$ cat src/rtl/mdio_bridge_pkg.sv
`timescale 1ns/1ps
package mdio_bridge_pkg;

    localparam int BIT_IDX_W = 6;
    localparam logic [BIT_IDX_W-1:0] PREAMBLE_END = 6'd31;
    localparam logic [BIT_IDX_W-1:0] TA_POS       = 6'd46;
    localparam logic [BIT_IDX_W-1:0] DATA_POS     = 6'd48;
    localparam logic [BIT_IDX_W-1:0] LAST_POS     = 6'd63;

    typedef enum logic [1:0] {
        OP_WRITE = 2'b01,
        OP_READ  = 2'b10
    } mdio_op_e;

    typedef struct packed {
        logic        flag;
        logic [6:0]  spare;
        logic [7:0]  reg_addr;
        logic [15:0] data;
    } phy_cmd_t;

    function automatic logic [63:0] build_frame(
        input logic        is_wr,
        input logic [4:0]  phy,
        input logic [4:0]  regn,
        input logic [15:0] wdata
    );
        mdio_op_e op;
        op = is_wr ? OP_WRITE : OP_READ;
        return {32'hFFFF_FFFF, 2'b01, op, phy, regn,
                (is_wr ? 2'b10 : 2'b11),
                (is_wr ? wdata : 16'hFFFF)};
    endfunction

endpackage

$ cat src/rtl/mdio_clk_div.sv
`timescale 1ns/1ps
module mdio_clk_div #(
    parameter int HALF_DIV = 25
) (
    input  logic clk,
    input  logic rst,
    input  logic run,
    output logic mdc,
    output logic rise_tick,
    output logic fall_tick
);
    localparam int CNT_W = (HALF_DIV > 1) ? $clog2(HALF_DIV) : 1;
    localparam logic [CNT_W-1:0] CNT_LAST = CNT_W'(HALF_DIV - 1);

    logic [CNT_W-1:0] cnt;
    logic             terminal;

    assign terminal  = run && (cnt == CNT_LAST);
    assign rise_tick = terminal && !mdc;
    assign fall_tick = terminal && mdc;

    always_ff @(posedge clk) begin
        if (rst || !run) begin
            cnt <= '0;
            mdc <= 1'b0;
        end else if (terminal) begin
            cnt <= '0;
            mdc <= ~mdc;
        end else begin
            cnt <= cnt + 1'b1;
        end
    end


    mdc_idle_low_chk: assert property (@(posedge clk) disable iff (rst)
        !run |=> !mdc);

endmodule

$ cat src/rtl/mdio_frame_engine.sv
`timescale 1ns/1ps
module mdio_frame_engine
    import mdio_bridge_pkg::*;
#(
    parameter logic [4:0] PHY_ADDR = 5'd1
) (
    input  logic        clk,
    input  logic        rst,
    input  logic        start,
    input  logic        start_wr,
    input  logic [4:0]  start_reg,
    input  logic [15:0] start_data,
    input  logic        rise_tick,
    input  logic        fall_tick,
    input  logic        mdio_i,
    output logic        busy,
    output logic        op_wr,
    output logic        done,
    output logic [15:0] rdata,
    output logic        mdio_o,
    output logic        mdio_oe
);
    logic [BIT_IDX_W-1:0] bit_idx;
    logic [63:0]          shreg;

    assign mdio_o  = busy ? shreg[63] : 1'b1;
    assign mdio_oe = busy && (op_wr || (bit_idx < TA_POS));

    always_ff @(posedge clk) begin
        if (rst) begin
            busy    <= 1'b0;
            done    <= 1'b0;
            op_wr   <= 1'b0;
            bit_idx <= '0;
            shreg   <= '1;
            rdata   <= '0;
        end else begin
            done <= 1'b0;
            if (start && !busy) begin
                busy    <= 1'b1;
                op_wr   <= start_wr;
                bit_idx <= '0;
                shreg   <= build_frame(start_wr, PHY_ADDR, start_reg, start_data);
                rdata   <= '0;
            end else if (busy) begin
                if (rise_tick && !op_wr && (bit_idx >= DATA_POS))
                    rdata <= {rdata[14:0], mdio_i};
                if (fall_tick) begin
                    if (bit_idx == LAST_POS) begin
                        busy <= 1'b0;
                        done <= 1'b1;
                    end else begin
                        bit_idx <= bit_idx + 1'b1;
                        shreg   <= {shreg[62:0], 1'b1};
                    end
                end
            end
        end
    end


    preamble_ones_chk: assert property (@(posedge clk) disable iff (rst)
        (busy && (bit_idx <= PREAMBLE_END)) |-> mdio_o);


    start_takes_chk: assert property (@(posedge clk) disable iff (rst)
        (start && !busy) |=> (busy && (bit_idx == '0)));


    done_ends_busy_chk: assert property (@(posedge clk) disable iff (rst)
        done |-> !busy);

endmodule

$ cat src/rtl/mdio_cmd_bridge.sv
`timescale 1ns/1ps
module mdio_cmd_bridge
    import mdio_bridge_pkg::*;
#(
    parameter logic [4:0] PHY_ADDR = 5'd1,
    parameter int         HALF_DIV = 25
) (
    input  logic        clk,
    input  logic        rst,
    input  logic        cmd_we,
    input  logic [31:0] cmd_wdata,
    output logic [31:0] cmd_rdata,
    output logic        mdc,
    output logic        mdio_o,
    output logic        mdio_oe,
    input  logic        mdio_i
);
    phy_cmd_t    cmd_q;
    phy_cmd_t    wcmd;
    logic        accept;
    logic        eng_busy;
    logic        eng_op_wr;
    logic        eng_done;
    logic [15:0] eng_rdata;
    logic        rise_tick;
    logic        fall_tick;

    assign wcmd      = phy_cmd_t'(cmd_wdata);
    assign accept    = cmd_we && !eng_busy && !eng_done;
    assign cmd_rdata = cmd_q;

    always_ff @(posedge clk) begin
        if (rst) begin
            cmd_q <= '0;
        end else if (accept) begin
            cmd_q <= wcmd;
        end else if (eng_done) begin
            cmd_q.flag <= !eng_op_wr;
            if (!eng_op_wr)
                cmd_q.data <= eng_rdata;
        end
    end

    mdio_clk_div #(
        .HALF_DIV (HALF_DIV)
    ) u_div (
        .clk       (clk),
        .rst       (rst),
        .run       (eng_busy),
        .mdc       (mdc),
        .rise_tick (rise_tick),
        .fall_tick (fall_tick)
    );

    mdio_frame_engine #(
        .PHY_ADDR (PHY_ADDR)
    ) u_eng (
        .clk        (clk),
        .rst        (rst),
        .start      (accept),
        .start_wr   (wcmd.flag),
        .start_reg  (wcmd.reg_addr[4:0]),
        .start_data (wcmd.data),
        .rise_tick  (rise_tick),
        .fall_tick  (fall_tick),
        .mdio_i     (mdio_i),
        .busy       (eng_busy),
        .op_wr      (eng_op_wr),
        .done       (eng_done),
        .rdata      (eng_rdata),
        .mdio_o     (mdio_o),
        .mdio_oe    (mdio_oe)
    );


    busy_store_ignored_chk: assert property (@(posedge clk) disable iff (rst)
        (cmd_we && eng_busy) |=> $stable(cmd_q[30:16]));


    wr_flag_busy_chk: assert property (@(posedge clk) disable iff (rst)
        (eng_busy && eng_op_wr) |-> cmd_q.flag);


    rd_flag_busy_chk: assert property (@(posedge clk) disable iff (rst)
        (eng_busy && !eng_op_wr) |-> !cmd_q.flag);


    rd_result_chk: assert property (@(posedge clk) disable iff (rst)
        (eng_done && !eng_op_wr) |=> (cmd_q.flag && (cmd_q.data == $past(eng_rdata))));

endmodule

$ cat config.mk
export PLATFORM = sky130hd
export DESIGN_NAME = mdio_cmd_bridge
export DESIGN_NICKNAME = d
export VERILOG_FILES = /design/src/rtl/mdio_bridge_pkg.sv /design/src/rtl/mdio_clk_div.sv /design/src/rtl/mdio_frame_engine.sv /design/src/rtl/mdio_cmd_bridge.sv
export SDC_FILE = /design/constraint.sdc
export NUM_CORES = 1
export LEC_CHECK = 0
export BUFFER_PORTS_ARGS = -buffer_cell sky130_fd_sc_hd__buf_2
export CAP_MARGIN = 20
export CORE_MARGIN = 3
export CORE_UTILIZATION = 51
export CTS_CLUSTER_DIAMETER = 40
export DETAILED_ROUTE_END_ITERATION = 8
export HOLD_SLACK_MARGIN = 0.06
export PLACE_DENSITY = 0.77
export SETUP_SLACK_MARGIN = 0.15
export SLEW_MARGIN = 20
export SYNTH_ARGS = -nofsm -noshare
export SYNTH_HDL_FRONTEND = slang
export SYNTH_SLANG_ARGS = --single-unit
$ cat constraint.sdc
create_clock -name clk -period 1.6 [get_ports clk]
set_input_delay 0.08 -clock clk [delete_from_list [all_inputs] [get_ports clk]]
set_output_delay 0.08 -clock clk [all_outputs]
set_load 0.03 [all_outputs]
==> metrics <==
Max Cap Viol=0; hold_sp=cmd_we; number of flops mapped to enable cells by yosys=0; synthesized instance count=578; r2r setup slk=-0.22 ns; Yosys warning count=0; clk_lat worst skew=0.53 ns; most common cell after layout, fill and taps aside=dfxtp_1; placed cell area=5800 µm²; Yosys top cell by area=dfxtp_1; Final Skew=0.00893 ns; Core Util, Final=0.831; FF-to-FF path depth=7; Non-Filler Instances=857; Die Area=10900 µm²; drt drc=0; first drt pass iteration count=5; largest net degree at the start of global routing=45; Initial Util=0.529; final instance area=7750 µm²; R2R Path End=u_eng.shreg[1]; CP startpoint kind=flop; sequential fraction of design power=0.406; total track usage=0.279; Worst Max-Slew Pin Slew=0.424 ns; fin. max-slew vios=0; commonest non-fill, non-tap cells in the layout=dfxtp_1 (121), nand2_1 (112), buf_2 (70); Synth top area share=0.515; CTS tree=built; ranking of synthesized cells by area=dfxtp_1 (52%), nand2_1 (11%), nor2_1 (4.2%), nand3_1 (4.1%), nor3_1 (3.9%); Worst Path Max Fanout=11; sw power=2.34 mW; Sink Count=127; gr busiest metal=met2; layout cells sized above 1=0.411; vias in the first global route=4960; GR Util met1=0.328; static leakage=3.19 nW; Via Count=5290; Hold Path Sink=cmd_rdata[19]; num ports=71; PortBufs=70; internal power=5.92 mW; GR Overflow Total=0; met3 Use GR=0.0646; Routability Congestion=0.794; violated checks=negative setup slack; asr flop ratio synth=0; Logic pwr share=0.111; final worst slack=-0.222 ns; post-DR vias/cell=6.17; RSZ-0062 raised after global routing=true; # placed instances=767; TritonCTS Buffers=17; Worst Hold Path Cells=5; fin nets=753; Crit path arrival time=2.26 ns; DRT antenna net count=0; max incr delay on CP=0.42 ns; chip height=104 µm; CTS root buf=clkbuf_8; critical path type=flop to flop; Design Power=8.27 mW; # rows=35; Slew headroom=0.718; Setup crit end kind=flop; Synth Area per Inst=8.53 µm²; post-synthesis register bit count=127; die width=104 µm; Tcrit/Tclk final=1.14; H-tree Lvls=4; slowest CP cell=dfxtp_1; clk slew on worst S/H paths=0.07 ns; Area Overhead vs Synth=57.2%; Post-Syn Nets=617; CP required=2.04 ns; clock share of power=0.483; worst path cell trace=ha_4 > nand2_2 > o211ai_4 > buf_12 > bufbuf_16 > nand2_1 > a21oi_1; met2 Usage GRT=0.471; worst min path class=input port to flop; Setup Viol. Count Final=83; synth unique cells=45; Power Dens Cells=1070 nW/µm²; switching fraction of total power=0.283; Clock Path Buffers=2; Core Area=9330 µm²; DR WL/cell=22.3 µm; Starting DRT DRC Count=597; status=finished with violations; fmax=0.549 GHz; final hold vios=0; reg2reg start=u_eng.bit_idx[0]; Setup WS pre-CTS=-0.0950 ns; sequential area share after synthesis=0.515; Peak VDD IR=0.913 mV; fin crit period=1.82 ns; Main synth FF type=dfxtp_1; first-pass GRT wire length=24.6 mm; Post-Syn Area=4930 µm²; number of antenna violations at the first check in global routing=1; Post-DP HPWL=7.35 mm; drt total wl=19.1 mm
==> layout make-up <==
| type | count | area, µm² |
|---|---|---|
| Multi-Input combinational cell | 399 | 2890 |
| Sequential cell | 127 | 2550 |
| Fill cell | 436 | 1580 |
| Timing Repair Buffer | 164 | 1530 |
| Clock buffer | 17 | 414 |
| Clock inverter | 15 | 179 |
| Tap cell | 129 | 161 |
| Inverter | 5 | 18.8 |
| Antenna cell | 1 | 2.50 |
==> state kept, by name (all words and copies together) (netlist names) <==
signal,count
u_eng.done,1
u_eng.rdata,16
u_eng.busy,1
u_div.mdc,1
u_eng.bit_idx,6
u_eng.op_wr,1
u_eng.shreg,64
u_div.cnt,5
cmd_rdata,32
==> power by group through the flow <==
stage / Sequential (mW) / Clock, mW / Combinational (mW)
2_1_floorplan: 3.50 / 0 / 0.308
3_3_place_gp: 3.39 / 0 / 0.606
3_5_place_dp: 3.39 / 0 / 0.623
4_1_cts: 3.33 / 3.89 / 0.714
5_1_grt: 3.36 / 4.10 / 0.953
6_report: 3.36 / 3.99 / 0.919
==> cells in the mapped netlist (all sizes together), types with 4 or more instances <==
master,count
nor3,38
dfxtp,127
a311oi,15
mux2i,18
nand2,140
a211o,5
a21oi,22
buf,34
and3,5
nand3,41
inv,5
clkbuf,13
nor2,55
o32ai,14
nand2b,4
==> worst max path at each step <==
stage / to / slack (ns) / depth (start not counted) / startpoint
finish: u_eng.shreg[1] / -0.22 / 7 / u_eng.bit_idx[0]
global route: u_eng.shreg[1] / -0.33 / 8 / u_div.cnt[1]
CTS: u_eng.bit_idx[2] / -0.09 / 8 / u_div.cnt[1]
detailed placement: u_eng.shreg[29] / -0.09 / 7 / u_div.cnt[1]
global placement: u_eng.shreg[16] / -0.04 / 7 / u_div.cnt[1]
floorplan: u_eng.shreg[1] / 0.08 / 9 / u_div.cnt[0]
==> metrics by stage <==
stage | TNS (ns) | hold slack [ns]
after global placement | -0.117 | 0.319
after detailed placement | -1.57 | 0.328
after floorplan | 0 | 0.216
after CTS | -2.29 | 0.102
after global routing | -11.21 | 0.186
final | -8.18 | 0.180
==> worst max-delay path: cells and delay by family (launching register included) <==
family / cells / cell delay, ns
compound gates: 2 / 0.48
buf+inv: 2 / 0.46
flops: 1 / 0.42
fa+ha+maj: 1 / 0.19
simple gates: 2 / 0.18
==> per-layer routing <==
metal	routed length [µm]	vias up	part of all wire
li1	-	2264	-
met1	7120	2518	0.37
met2	9390	396	0.49
met3	1610	112	0.084
met4	1030	0	0.054
met5	0	-	0
==> cell families (layout without fill, tap and decap cells) <==
kind of cell    Yosys count  count (layout)  synth area share
simple gates            301             301             0.268
flops                   127             127             0.515
compound gates           72              72             0.110
buf+inv                  52             201            0.0535
mux                      18              18            0.0365
xor+xnor                  5               5           0.00888
fa+ha+maj                 3               3           0.00761
other cells               0               1                 0
==> timing repair <==
item / in CTS / in global routing
gates resized for setup: 37 / 113
hold buffers: 34 / 0
pin swaps: 9 / 33
gates cloned: 3 / 8
endpoints found under the hold margin: 60 / 0
setup buffers: 7 / 5
endpoints found under the setup margin: 98 / 108
No activity file was read; power rests on OpenSTA's default activity.
